==> src/rtl/gfx_dma_pkg.sv <==
package gfx_dma_pkg;
  typedef enum logic [1:0] {
    SEL_DEST = 2'd0,
    SEL_CNT  = 2'd1,
    SEL_CTRL = 2'd2
  } reg_sel_e;
endpackage

==> src/rtl/gfx_dma_regs.sv <==
module gfx_dma_regs #(
  parameter int AW        = 32,
  parameter int CW        = 24,
  parameter int ALIGN_LG  = 5,
  parameter int KEEP_W    = 26,
  parameter int REGION_B  = 28,
  parameter int ADV_B     = 24
) (
  input  logic          clk,
  input  logic          rst_n,
  input  logic          wr_en,
  input  logic [1:0]    wr_sel,
  input  logic [AW-1:0] wr_data,
  input  logic          finish,
  input  logic [CW-1:0] adv,
  output logic [AW-1:0] dest_q,
  output logic [CW-1:0] count_q,
  output logic          go_q
);
  import gfx_dma_pkg::*;

  localparam logic [AW-1:0] DEST_KEEP =
    ((AW'(1) << KEEP_W) - AW'(1)) & ~((AW'(1) << ALIGN_LG) - AW'(1));
  localparam logic [AW-1:0] DEST_SET  = AW'(1) << REGION_B;
  localparam logic [CW-1:0] CNT_KEEP  = ~((CW'(1) << ALIGN_LG) - CW'(1));

  logic          idle_wr;
  logic          dest_en, cnt_en, go_en;
  logic [AW-1:0] dest_d;
  logic [CW-1:0] cnt_d;
  logic          go_d;
  logic          unused_hi;

  assign unused_hi = ^wr_data[AW-1:CW];
  assign idle_wr   = wr_en && !go_q;

  always_comb begin
    dest_en = 1'b0;
    cnt_en  = 1'b0;
    go_en   = 1'b0;
    dest_d  = dest_q;
    cnt_d   = count_q;
    go_d    = go_q;
    if (finish) begin
      cnt_en = 1'b1;
      cnt_d  = '0;
      go_en  = 1'b1;
      go_d   = 1'b0;
      if (dest_q[ADV_B]) begin
        dest_en = 1'b1;
        dest_d  = dest_q + {{(AW-CW){1'b0}}, adv};
      end
    end else if (idle_wr) begin
      unique case (reg_sel_e'(wr_sel))
        SEL_DEST: begin
          dest_en = 1'b1;
          dest_d  = (wr_data & DEST_KEEP) | DEST_SET;
        end
        SEL_CNT: begin
          cnt_en = 1'b1;
          cnt_d  = wr_data[CW-1:0] & CNT_KEEP;
        end
        SEL_CTRL: begin
          go_en = 1'b1;
          go_d  = wr_data[0];
        end
        default: ;
      endcase
    end
  end

  always_ff @(posedge clk or negedge rst_n) begin
    if (!rst_n) begin
      dest_q  <= '0;
      count_q <= '0;
      go_q    <= 1'b0;
    end else begin
      if (dest_en) dest_q  <= dest_d;
      if (cnt_en)  count_q <= cnt_d;
      if (go_en)   go_q    <= go_d;
    end
  end
endmodule

==> src/rtl/gfx_dma_mover.sv <==
module gfx_dma_mover #(
  parameter int CW = 24
) (
  input  logic          clk,
  input  logic          rst_n,
  input  logic          go,
  input  logic [CW-1:0] count,
  input  logic          s_valid,
  input  logic          s_last,
  input  logic          m_ready,
  output logic          s_ready,
  output logic          m_valid,
  output logic [CW-1:0] sent,
  output logic          finish,
  output logic [CW-1:0] adv,
  output logic          done
);
  logic          run, fire, last_byte, empty_go;
  logic [CW-1:0] sent_plus, sent_d;
  logic          sent_en;

  assign run       = go && (count != '0);
  assign empty_go  = go && (count == '0);
  assign fire      = run && s_valid && m_ready;
  assign sent_plus = sent + CW'(1);
  assign last_byte = fire && ((sent_plus == count) || s_last);
  assign finish    = empty_go || last_byte;
  assign adv       = last_byte ? sent_plus : '0;
  assign s_ready   = run && m_ready;
  assign m_valid   = run && s_valid;

  always_comb begin
    sent_en = finish || fire;
    sent_d  = finish ? '0 : sent_plus;
  end

  always_ff @(posedge clk or negedge rst_n) begin
    if (!rst_n) begin
      sent <= '0;
      done <= 1'b0;
    end else begin
      if (sent_en) sent <= sent_d;
      done <= finish;
    end
  end
endmodule

==> src/rtl/gfx_dma_chan.sv <==
module gfx_dma_chan #(
  parameter int AW       = 32,
  parameter int CW       = 24,
  parameter int DW       = 8,
  parameter int ALIGN_LG = 5,
  parameter int KEEP_W   = 26,
  parameter int REGION_B = 28,
  parameter int ADV_B    = 24
) (
  input  logic          clk,
  input  logic          rst_n,
  input  logic          reg_we,
  input  logic [1:0]    reg_sel,
  input  logic [AW-1:0] reg_wdata,
  output logic [AW-1:0] dest_o,
  output logic [AW-1:0] count_o,
  output logic          ctrl_o,
  input  logic          s_valid,
  input  logic [DW-1:0] s_data,
  input  logic          s_last,
  output logic          s_ready,
  output logic          m_valid,
  output logic [AW-1:0] m_addr,
  output logic [DW-1:0] m_data,
  input  logic          m_ready,
  output logic          done_o
);
  localparam int PAD_W = AW - CW;

  logic [CW-1:0] count_q, sent, adv;
  logic          finish;

  gfx_dma_regs #(
    .AW(AW), .CW(CW), .ALIGN_LG(ALIGN_LG), .KEEP_W(KEEP_W),
    .REGION_B(REGION_B), .ADV_B(ADV_B)
  ) u_regs (
    .clk     (clk),
    .rst_n   (rst_n),
    .wr_en   (reg_we),
    .wr_sel  (reg_sel),
    .wr_data (reg_wdata),
    .finish  (finish),
    .adv     (adv),
    .dest_q  (dest_o),
    .count_q (count_q),
    .go_q    (ctrl_o)
  );

  gfx_dma_mover #(.CW(CW)) u_mover (
    .clk     (clk),
    .rst_n   (rst_n),
    .go      (ctrl_o),
    .count   (count_q),
    .s_valid (s_valid),
    .s_last  (s_last),
    .m_ready (m_ready),
    .s_ready (s_ready),
    .m_valid (m_valid),
    .sent    (sent),
    .finish  (finish),
    .adv     (adv),
    .done    (done_o)
  );

  assign count_o = {{PAD_W{1'b0}}, count_q};
  assign m_addr  = dest_o + {{PAD_W{1'b0}}, sent};
  assign m_data  = s_data;
endmodule

==> config.mk <==
export PLATFORM = sky130hd
export DESIGN_NAME = gfx_dma_chan
export DESIGN_NICKNAME = d
export VERILOG_FILES = /design/src/rtl/gfx_dma_pkg.sv /design/src/rtl/gfx_dma_regs.sv /design/src/rtl/gfx_dma_mover.sv /design/src/rtl/gfx_dma_chan.sv
export SDC_FILE = /design/constraint.sdc
export NUM_CORES = 1
export LEC_CHECK = 0
export BUFFER_PORTS_ARGS = -buffer_cell sky130_fd_sc_hd__buf_2
export CORE_MARGIN = 5
export CORE_UTILIZATION = 50
export DETAILED_ROUTE_END_ITERATION = 6
export GPL_TIMING_DRIVEN = 0
export PLACE_DENSITY_LB_ADDON = 0.12
export SETUP_SLACK_MARGIN = 0.1
export SYNTH_ARGS = -nofsm -noshare
export SYNTH_HDL_FRONTEND = slang
export SYNTH_HIERARCHICAL = 1
export SYNTH_SLANG_ARGS = --single-unit
==> constraint.sdc <==
create_clock -name clk -period 7.2 [get_ports clk]
set_clock_uncertainty 0.05 [all_clocks]
set_input_delay 0 -clock clk [delete_from_list [all_inputs] [get_ports clk]]
set_output_delay 0 -clock clk [all_outputs]
set_load 0.03 [all_outputs]
==> results.ini, run 1 <==
[worst_hold_path]
hold_class=input port to async pin

[pwr]
switching_share=0.524
powerDensity_nw_per_um2=268
leakagePower_nw=4.55
power_frac_comb=0.537
p_clk_frac=0.177
internal-power_mw=1.29
ir_drop_mv=0.155
power.switching_mw=1.42
power_mw=2.70
seqPwrFrac=0.286

[global_routing]
grt_util_all_layers=0.304
grt_pass1_vias=8214
grt_first_pass_wirelength_um=47000
grt_max_degree=64
antenna_found_initial=0
grt_overflow_total=0

[clocking]
htree_levels=3
cts_sinks=77
postCtsSetupBuffers=0
cts_tree=built
clk_path_buf_depth=2
clkLatencyLatePin_ns=0.36
cts-buffers-inserted=9
root_buffer=clkbuf_16
clkTransAtPathRegs_ns=0.07

[synthesis]
ys_seq_area_frac=0.225
netlist_area_um2=8560
synthFlopType=dfrtp_1
async_flop_share=1.00
netlist_instances=1048
synth_edf_count=0
yosys_warnings=6
yosys_register_bits=77
syn_area_per_cell_um2=8.16
ys_types=96

[floorplan]
start_util=0.512
coreArea_um2=16700
die-area_um2=19800
die_w_um=141
boundaryPins=156
rows=47
die_h_um=141

[sta]
slew_headroom=0.331
maxSlewViolCount=0
setup_violations=0
finalHoldViolCount=0
finalCriticalPeriod_ns=6.74
max_freq_ghz=0.148
worst_slew_pin_slew_ns=0.995
period_share=0.937
tns_ns=0
rsz0062_at_grt=no

[setup_path]
cpMaxStageDelayCell=nor4_1
cp_max_fo=10
cp.arrival_ns=6.91
crit_chain=ha_1, nand4_1, nor4_1, buf_4, nor2_1, a2111oi_0, o2111ai_1, or4_1, buf_2, o21ai_1, buf_2, a21boi_0, ha_1, clkbuf_1, inv_1, o21ai_0, a21oi_1, nor3b_1, and3_1, or3_1, buf_6, o311ai_4, o41ai_2
regToRegSetupSlack_ns=0.46
cp-end-kind=flip-flop
start_kind=flip-flop
required_ns=7.36
critical-path-max-stage-delay_ns=0.65
path_class=flip-flop to flip-flop

[final_layout]
drive_above_1_share=0.202
nets=1319
area_growth_pct=17.8

[outcome]
outcome=finished clean

[placement]
dp_hpwl_um=24200
gp_congestion=1.00
port_buffers=124

[route]
ant_nets=0
routed_wl_um=31200
wire_per_inst_um=21.6
drtPass1Iterations=6
drc=0
vias_per_cell=6.17
vias=8921
drt_iter0_markers=965

[job]
max_cap_viol_count=0

synthesized netlist by cell type, drive strengths merged (24+ instances only):
library cell | n | area share
nand2 | 129 | 0.057
a21oi | 97 | 0.059
nor2 | 54 | 0.024
clkbuf | 37 | 0.026
dfrtp | 77 | 0.23
nor2b | 24 | 0.018
buf | 48 | 0.042
a211oi | 31 | 0.028
xnor2 | 50 | 0.051
nor3 | 35 | 0.022
ha | 49 | 0.072
nand3 | 28 | 0.018
o21ai | 48 | 0.032
xor2 | 29 | 0.030
state kept, by name, summed over array words and instances (netlist names):
name and cells:
u_regs/dest_q 32, u_mover/sent 24, u_regs/count_q 19, u_mover/done 1, u_regs/go_q 1
through the flow:
stage          cell area [um2]  setup WS, ns  hold slack, ns  std cells  utilization
6_report                 10100         0.457         0.00634       1446        0.603
5_1_grt                  10100         0.226          0.0318       1445        0.603
4_1_cts                  10100         0.670         0.00560       1445        0.603
3_5_place_dp              9530         0.701          -0.163       1405        0.571
3_3_place_gp              9490         0.515           0.180       1403        0.568
2_1_floorplan             8600          2.06          -0.346       1059            -
power groups by stage:
stage	clock network, mW	registers [mW]	logic [mW]
5_1_grt	0.500	0.789	1.57
3_5_place_dp	0	0.774	1.42
4_1_cts	0.483	0.767	1.44
6_report	0.479	0.774	1.45
3_3_place_gp	0	0.775	1.41
2_1_floorplan	0	0.857	0.877
layout by cell type, fill, tap and decap left out, types with 13 or more instances in the layout:
master / n
a211oi_1: 29
xor2_1: 29
o21ai_0: 39
and3_1: 21
clkbuf_1: 27
dlygate4sd3_1: 24
nor3_1: 33
inv_1: 22
and2_1: 13
nand3_1: 27
a21oi_1: 94
xnor2_1: 50
nand2b_1: 13
nor3b_1: 22
nand2_1: 129
o31ai_1: 14
conb_1: 13
a21o_1: 18
nor2b_1: 24
nor2_1: 53
nor4_1: 20
buf_2: 130
ha_1: 49
dfrtp_1: 77
buf_4: 28
repair_timing:
| item | 4_1_cts | 5_1_grt |
|---|---|---|
| setup endpoints to repair | 0 | 0 |
| hold buffers | 24 | 0 |
| gates resized for setup | 0 | 0 |
| hold endpoints to repair | 99 | 0 |
worst max-delay path, delay by kind of cell, from the launching register on:
kind                       cells  cell delay, ns
and+or+nand+nor                7            2.14
adders and majority gates      2            0.58
AOI/OAI and AO/OA              8            1.96
buffers and inverters          6            1.31
DFF                            1            0.56
layer usage:
layer	vias to the layer above	wire [um]	track usage
met1	4225	12900	0.405
met4	0	1020	0.109
met5	-	0	0
li1	4172	-	-
met3	73	2890	0.0613
met2	451	14400	0.490
layout make-up:
class / count / area [um2]
timing repair buffer: 150 / 898
antenna: 1 / 2.50
tap: 220 / 275
clock buffer: 9 / 225
buffer: 86 / 593
sequential: 77 / 1930
multi-input combinational: 874 / 5990
clock inverter: 7 / 76.3
inverter: 22 / 82.6
fill: 1602 / 6630
path summary, 6_finish.rpt:
kind,start,endpoint,cells after the start
worst max-delay path,u_mover/sent[0],u_regs/dest_q[29],23
worst min-delay path,rst_n,u_regs/dest_q[8],2
worst max register to register,u_mover/sent[0],u_regs/dest_q[29],23
worst min register to register,u_regs/dest_q[31],u_regs/dest_q[31],1
max in group asynchronous,rst_n,u_regs/count_q[8],3
min in group clk,reg_sel[0],u_regs/dest_q[0],3
logic make-up after synthesis:
logic type | Yosys count | share of synthesized area
AND/OR/NAND/NOR | 420 | 0.269
AO/OA/AOI/OAI | 299 | 0.249
buffers and inverters | 108 | 0.0790
XOR/XNOR | 83 | 0.0914
flip-flops | 77 | 0.225
adder cells (fa/ha/maj) | 51 | 0.0763
multiplexers | 8 | 0.00951
other | 2 | 0.000878
(Power assumes the default switching activity.)
==> run 2: changes to the inputs <==
CORE_MARGIN = 2   (was 5)
PLACE_DENSITY_LB_ADDON = 0.2   (was 0.12)
clock period = 6.7 ns   (was 7.2 ns; I/O delays follow)
==> run 2 against run 1 <==
Non-clock buffer count unchanged. Clock-buffer cell count stayed put. Flip-flop and latch count did not move.
==> results.ini, run 2 (synthesis results as in run 1) <==
[outcome]
outcome=finished clean

[pwr]
powerDensity_nw_per_um2=295  ; +9.7%
power_mw=3.00  ; +11%
leakagePower_nw=4.59  ; +0.98%
ir_drop_mv=0.247  ; +59%

[final_layout]
nets=1319  ; unchanged
drive_above_1_share=0.209  ; +0.00735
diodes=0  ; -1
layout_commonest_cell=buf_2
area_growth_pct=18.8
regArea_um2=1930  ; +0.13%
largestRegisters=u_regs/dest_q: 32 flops, u_mover/sent: 24 flops, u_regs/count_q: 19 flops
final_cell_mix=130 x buf_2, 129 x nand2_1, 94 x a21oi_1
largest_reg_flops=32  ; unchanged
fillers=1495  ; -6.7%
multi_input_area_um2=6030  ; +0.63%
max_flop_register=u_regs/dest_q

[global_routing]
grt_first_pass_wirelength_um=47200  ; +0.51%
grt_util_all_layers=0.341  ; +0.0378
antenna_found_initial=0  ; unchanged
grt_overflow_total=0  ; unchanged
grt_max_degree=42  ; -34%
grt_pass1_vias=8345  ; +1.6%

[route]
routed_wl_um=30900  ; -0.92%
drt_iter0_markers=921  ; -4.6%
wire_per_inst_um=21.4  ; -0.86%
drtPass1Iterations=6  ; unchanged
drc=0  ; unchanged
vias_per_cell=6.15  ; -0.26%
vias=8892  ; -0.33%
ant_nets=0  ; unchanged

[sta]
finalCriticalPeriod_ns=6.38  ; -0.360 ns
worst_slew_pin_slew_ns=0.966  ; -0.0285 ns
maxSlewViolCount=0  ; unchanged
setup_ws_ns=0.317  ; -0.140 ns
setup_violations=0  ; unchanged
slew_headroom=0.351  ; +0.0201
tns_ns=0  ; unchanged
period_share=0.953  ; +0.0162
max_freq_ghz=0.157  ; +5.6%
finalHoldViolCount=0  ; unchanged
rsz0062_at_grt=no

[floorplan]
rows=47  ; unchanged
boundaryPins=156  ; unchanged
die-area_um2=18200  ; -8.3%
die_h_um=135  ; -4.3%
start_util=0.514  ; +0.00181
die_w_um=135  ; -4.3%
coreArea_um2=16600  ; -0.35%

[clocking]
root_buffer=clkbuf_16
clk_path_buf_depth=2  ; unchanged
clkTransAtPathRegs_ns=0.07  ; about the same
cts_sinks=77  ; unchanged
cts-buffers-inserted=9  ; unchanged
clkLatencyLatePin_ns=0.35  ; about the same
postCtsSetupBuffers=0  ; unchanged
cts_tree=built
htree_levels=3  ; unchanged

[setup_path]
cp_max_fo=10  ; unchanged
cp.arrival_ns=6.55  ; -0.36 ns
required_ns=6.86  ; -0.50 ns
path_class=flip-flop to flip-flop
cp-end-kind=flip-flop
start_kind=flip-flop

[placement]
pre_cts_slack_ns=0.283  ; -0.419 ns
port_buffers=124  ; unchanged
gp_congestion=0.978  ; -2.5%
dp_hpwl_um=24100  ; -0.65%

[worst_hold_path]
hold_class=input port to flip-flop

[job]
max_cap_viol_count=0  ; unchanged

[run 2: cell count changes in the layout (fill, tap and decap cells not counted), moves of 2 or more]
cell / change
dfrtp_2: +2
inv_8: -2
nor4_1: -3
clkbuf_2: +2
clkbuf_1: -2
bufinv_16: +3
dfrtp_1: -2
nor4_2: +2
[run 2: critical path, stage by stage, from the launching register on]
cell      delay [ns]
dfrtp_1         0.47
buf_6           0.17
nand4_4         0.17
or4_4           0.58
buf_6           0.16
o21ai_0         0.37
o2111a_1        0.26
nand4_1         0.09
or4_1           0.56
buf_2           0.22
o21ai_1         0.19
buf_2           0.26
a21boi_0        0.51
ha_1            0.32
nand2_1         0.16
nor2_1          0.23
and2_1          0.24
a22oi_1         0.12
and3_1          0.20
or3_1           0.39
buf_6           0.16
o311ai_4        0.26
o41ai_2         0.11
[run 2: worst paths after layout]
kind                                    from                end  slack, ns  depth (start not counted)
setup / recovery             u_mover/sent[8]  u_regs/dest_q[29]       0.32                         22
hold / removal                    reg_sel[0]   u_regs/dest_q[0]       0.05                          3
setup reg to reg             u_mover/sent[8]  u_regs/dest_q[29]       0.32                         22
hold reg to reg            u_regs/dest_q[31]  u_regs/dest_q[31]       0.50                          1
max in group asynchronous              rst_n    u_mover/sent[0]       5.87                          3
min in group asynchronous              rst_n  u_regs/dest_q[26]       0.11                          2
[run 2: area by class of cell]
class | count | share of cell area
Sequential cell | 77 | 0.190
Clock buffer | 9 | 0.0222
Clock inverter | 7 | 0.0126
Inverter | 22 | 0.00812
Multi-Input combinational cell | 874 | 0.593
Timing Repair Buffer | 150 | 0.0884
Buffer | 86 | 0.0586
Tap cell | 220 | 0.0271
[run 2: report_power, final]
part / leakage [nW] / total [mW] / internal (mW) / switching (mW)
Sequential: 1.01 / 0.836 / 0.575 / 0.261
Combinational: 3.41 / 1.56 / 0.545 / 1.02
Clock: 0.173 / 0.595 / 0.371 / 0.224
[run 2: layer usage]
layer / track usage / vias up / share of wire
li1: - / 4170 / -
met1: 0.464 / 4207 / 0.42
met2: 0.534 / 441 / 0.45
met3: 0.0732 / 74 / 0.093
met4: 0.129 / 0 / 0.037
met5: 0 / - / 0
[run 2: per-stage QoR]
| step | hold WS (ns) | cells | area (um2) | utilization |
|---|---|---|---|---|
| floorplan | -0.346 | 1059 | 8600 | - |
| global placement | 0.201 | 1403 | 9490 | 0.570 |
| detailed placement | -0.0454 | 1405 | 9530 | 0.573 |
| CTS | 0.0339 | 1445 | 10100 | 0.608 |
| global route | 0.0768 | 1445 | 10200 | 0.611 |
| finish | 0.0545 | 1445 | 10200 | 0.611 |
[run 2: timing repair]
item	4_1_cts	5_1_grt
setup endpoints to repair	0	18
endpoints found under the hold margin	74	0
gates resized for setup	0	12
hold buffers	24	0
==> run 3: changes to the inputs <==
--- a/config.mk
+++ b/config.mk
@@ -8,4 +8,6 @@
 export BUFFER_PORTS_ARGS = -buffer_cell sky130_fd_sc_hd__buf_2
+export CORE_ASPECT_RATIO = 0.75
 export CORE_MARGIN = 2
 export CORE_UTILIZATION = 50
+export CTS_BUF_LIST = sky130_fd_sc_hd__clkbuf_16
 export DETAILED_ROUTE_END_ITERATION = 6
--- a/constraint.sdc
+++ b/constraint.sdc
@@ -4,2 +4,2 @@
 set_output_delay 0 -clock clk [all_outputs]
-set_load 0.03 [all_outputs]
+set_load 0.05 [all_outputs]
==> run 3 against run 2 <==
Combinational power grew 20%. Sequential share of layout area about the same. Utilization shrank 0.65 points. Clock power shrank 3.9%. Maximum frequency down 2.0%.
==> results.ini, run 3 (synthesis results as in run 1) <==
[outcome]
outcome=finished clean

[route]
routed_wl_um=31000  ; +0.50%
drc=0  ; unchanged
drt_iter0_markers=919  ; -0.22%
drtPass1Iterations=6  ; unchanged
ant_nets=0  ; unchanged
wire_per_inst_um=21.6  ; +0.92%
vias=8866  ; -0.29%
vias_per_cell=6.16  ; +0.12%

[floorplan]
die-area_um2=18200  ; about the same
die_h_um=117  ; -13%
coreArea_um2=16800  ; +0.80%
rows=41  ; -13%
die_w_um=155  ; +15%
start_util=0.510  ; -0.00406
boundaryPins=156  ; unchanged

[final_layout]
diodes=0  ; unchanged
final_core_utilization=0.604  ; -0.00647
nets=1319  ; unchanged
largestRegisters=u_regs/dest_q: 32 flops, u_mover/sent: 24 flops, u_regs/count_q: 19 flops
largest_reg_flops=32  ; unchanged
max_flop_register=u_regs/dest_q
final_cell_mix=130 x buf_2, 129 x nand2_1, 94 x a21oi_1
layout_commonest_cell=buf_2
fin_area_um2=10100  ; -0.27%
area_growth_pct=18.5
drive_above_1_share=0.206  ; -0.00310

[sta]
maxSlewViolCount=0  ; unchanged
max_freq_ghz=0.153  ; -2.0%
period_share=0.972  ; +0.0197
rsz0062_at_grt=no
slew_headroom=0.0924  ; -0.259
holdWs_ns=0.0746  ; +0.0202 ns
worst_slew_pin_slew_ns=1.35  ; +0.385 ns
setup_violations=0  ; unchanged
finalCriticalPeriod_ns=6.52  ; +0.132 ns
finalHoldViolCount=0  ; unchanged

[setup_path]
critPathBufInv=3  ; -2
cp.arrival_ns=6.65  ; +0.10 ns
cpMaxStageDelayCell=nor4_1
reg2reg_to=u_regs/dest_q[15]
crit_cells=20  ; -9.1%
critPathLaunch=u_mover/sent[0]
crit_chain=ha_1, xnor2_1, or2_2, nand4_1, nor4_1, o2111ai_1, or4_1, buf_2, o21ai_1, buf_1, nor2b_1, ha_1, clkbuf_1, a21o_1, a21o_1, a21o_1, a211oi_1, o21ai_0, xnor2_1, a21oi_1
regToRegSetupSlack_ns=0.18  ; -0.13 ns
start_kind=flip-flop
cp-end-kind=flip-flop
r2r_start=u_mover/sent[0]
required_ns=6.83  ; -0.03 ns
path_delay_family=compound AO/OA/AOI/OAI gates
rr_worst_depth=20  ; -9.1%
endpoint=u_regs/dest_q[15]
cpMostUsedCell=a21o_1
cp_max_fo=10  ; unchanged
critical-path-max-stage-delay_ns=0.62  ; +0.04 ns
path_class=flip-flop to flip-flop

[global_routing]
grt_pass1_vias=7881  ; -5.6%
grt_first_pass_wirelength_um=46000  ; -2.6%
grt_util_all_layers=0.334  ; -0.00750
antenna_found_initial=0  ; unchanged
grt_overflow_total=0  ; unchanged
grt_max_degree=55  ; +31%

[pwr]
leakagePower_nw=4.58  ; -0.20%
power_mw=3.25  ; +8.6%
powerDensity_nw_per_um2=321  ; +8.9%
ir_drop_mv=0.263  ; +6.7%

[clocking]
clk_path_buf_depth=2  ; unchanged
cts_tree=built
clkTransAtPathRegs_ns=0.06  ; about the same
cts_sinks=77  ; unchanged
root_buffer=clkbuf_16
htree_levels=3  ; unchanged
cts-buffers-inserted=9  ; unchanged
clkLatencyLatePin_ns=0.34  ; about the same

[placement]
gp_congestion=1.03  ; +5.4%
port_buffers=124  ; unchanged
dp_hpwl_um=24100  ; +0.18%
placed_cell_area_um2=9520  ; -0.14%

[worst_hold_path]
hold_class=input port to async pin

[job]
max_cap_viol_count=0  ; unchanged

[run 3: repair_timing]
action,in CTS,in global routing
hold buffers,24,0
pin swaps,0,1
gates resized for setup,1,8
setup buffers,0,1
setup endpoints to repair,4,17
hold endpoints to repair,99,0
[run 3: how the worst min path moves through the flow]
stage / start / slack [ns] / to
6_report: rst_n / 0.07 / u_regs/dest_q[4]
3_3_place_gp: reg_wdata[24] / 0.19 / u_regs/dest_q[24]
5_1_grt: rst_n / 0.10 / u_regs/dest_q[10]
2_1_floorplan: rst_n / -0.35 / u_mover/done
3_5_place_dp: rst_n / -0.11 / u_regs/dest_q[7]
4_1_cts: rst_n / 0.08 / u_regs/dest_q[7]
[run 3: layout make-up]
class	instances	area [um2]
well taps	215	269
plain buffers	86	594
flip-flops and latches	77	1930
fillers	1573	6640
inverters	22	82.6
multi-input cells	874	6030
repair buffers	150	898
clock buffers	9	225
clock inverters	6	113
[run 3: power breakdown]
group	switching, mW	internal (mW)	leakage (nW)
registers	0.234	0.575	1.01
logic	1.33	0.544	3.40
clock network	0.209	0.363	0.165
[run 3: metrics by stage]
stage | setup WS, ns | TNS (ns) | instances
after CTS | 0.182 | 0 | 1438
after detailed placement | 0.00762 | 0 | 1399
after global placement | -0.0136 | -0.0136 | 1398
final | 0.185 | 0 | 1439
after floorplan | 1.55 | 0 | 1059
after global routing | 0.118 | 0 | 1439
[run 3: metal layers]
layer  track usage  vias up  part of all wire
met5             0        -                 0
met4        0.0796        0             0.019
met3        0.0747       39              0.10
met2         0.498      450              0.42
met1         0.492     4205              0.46
li1              -     4172                 -
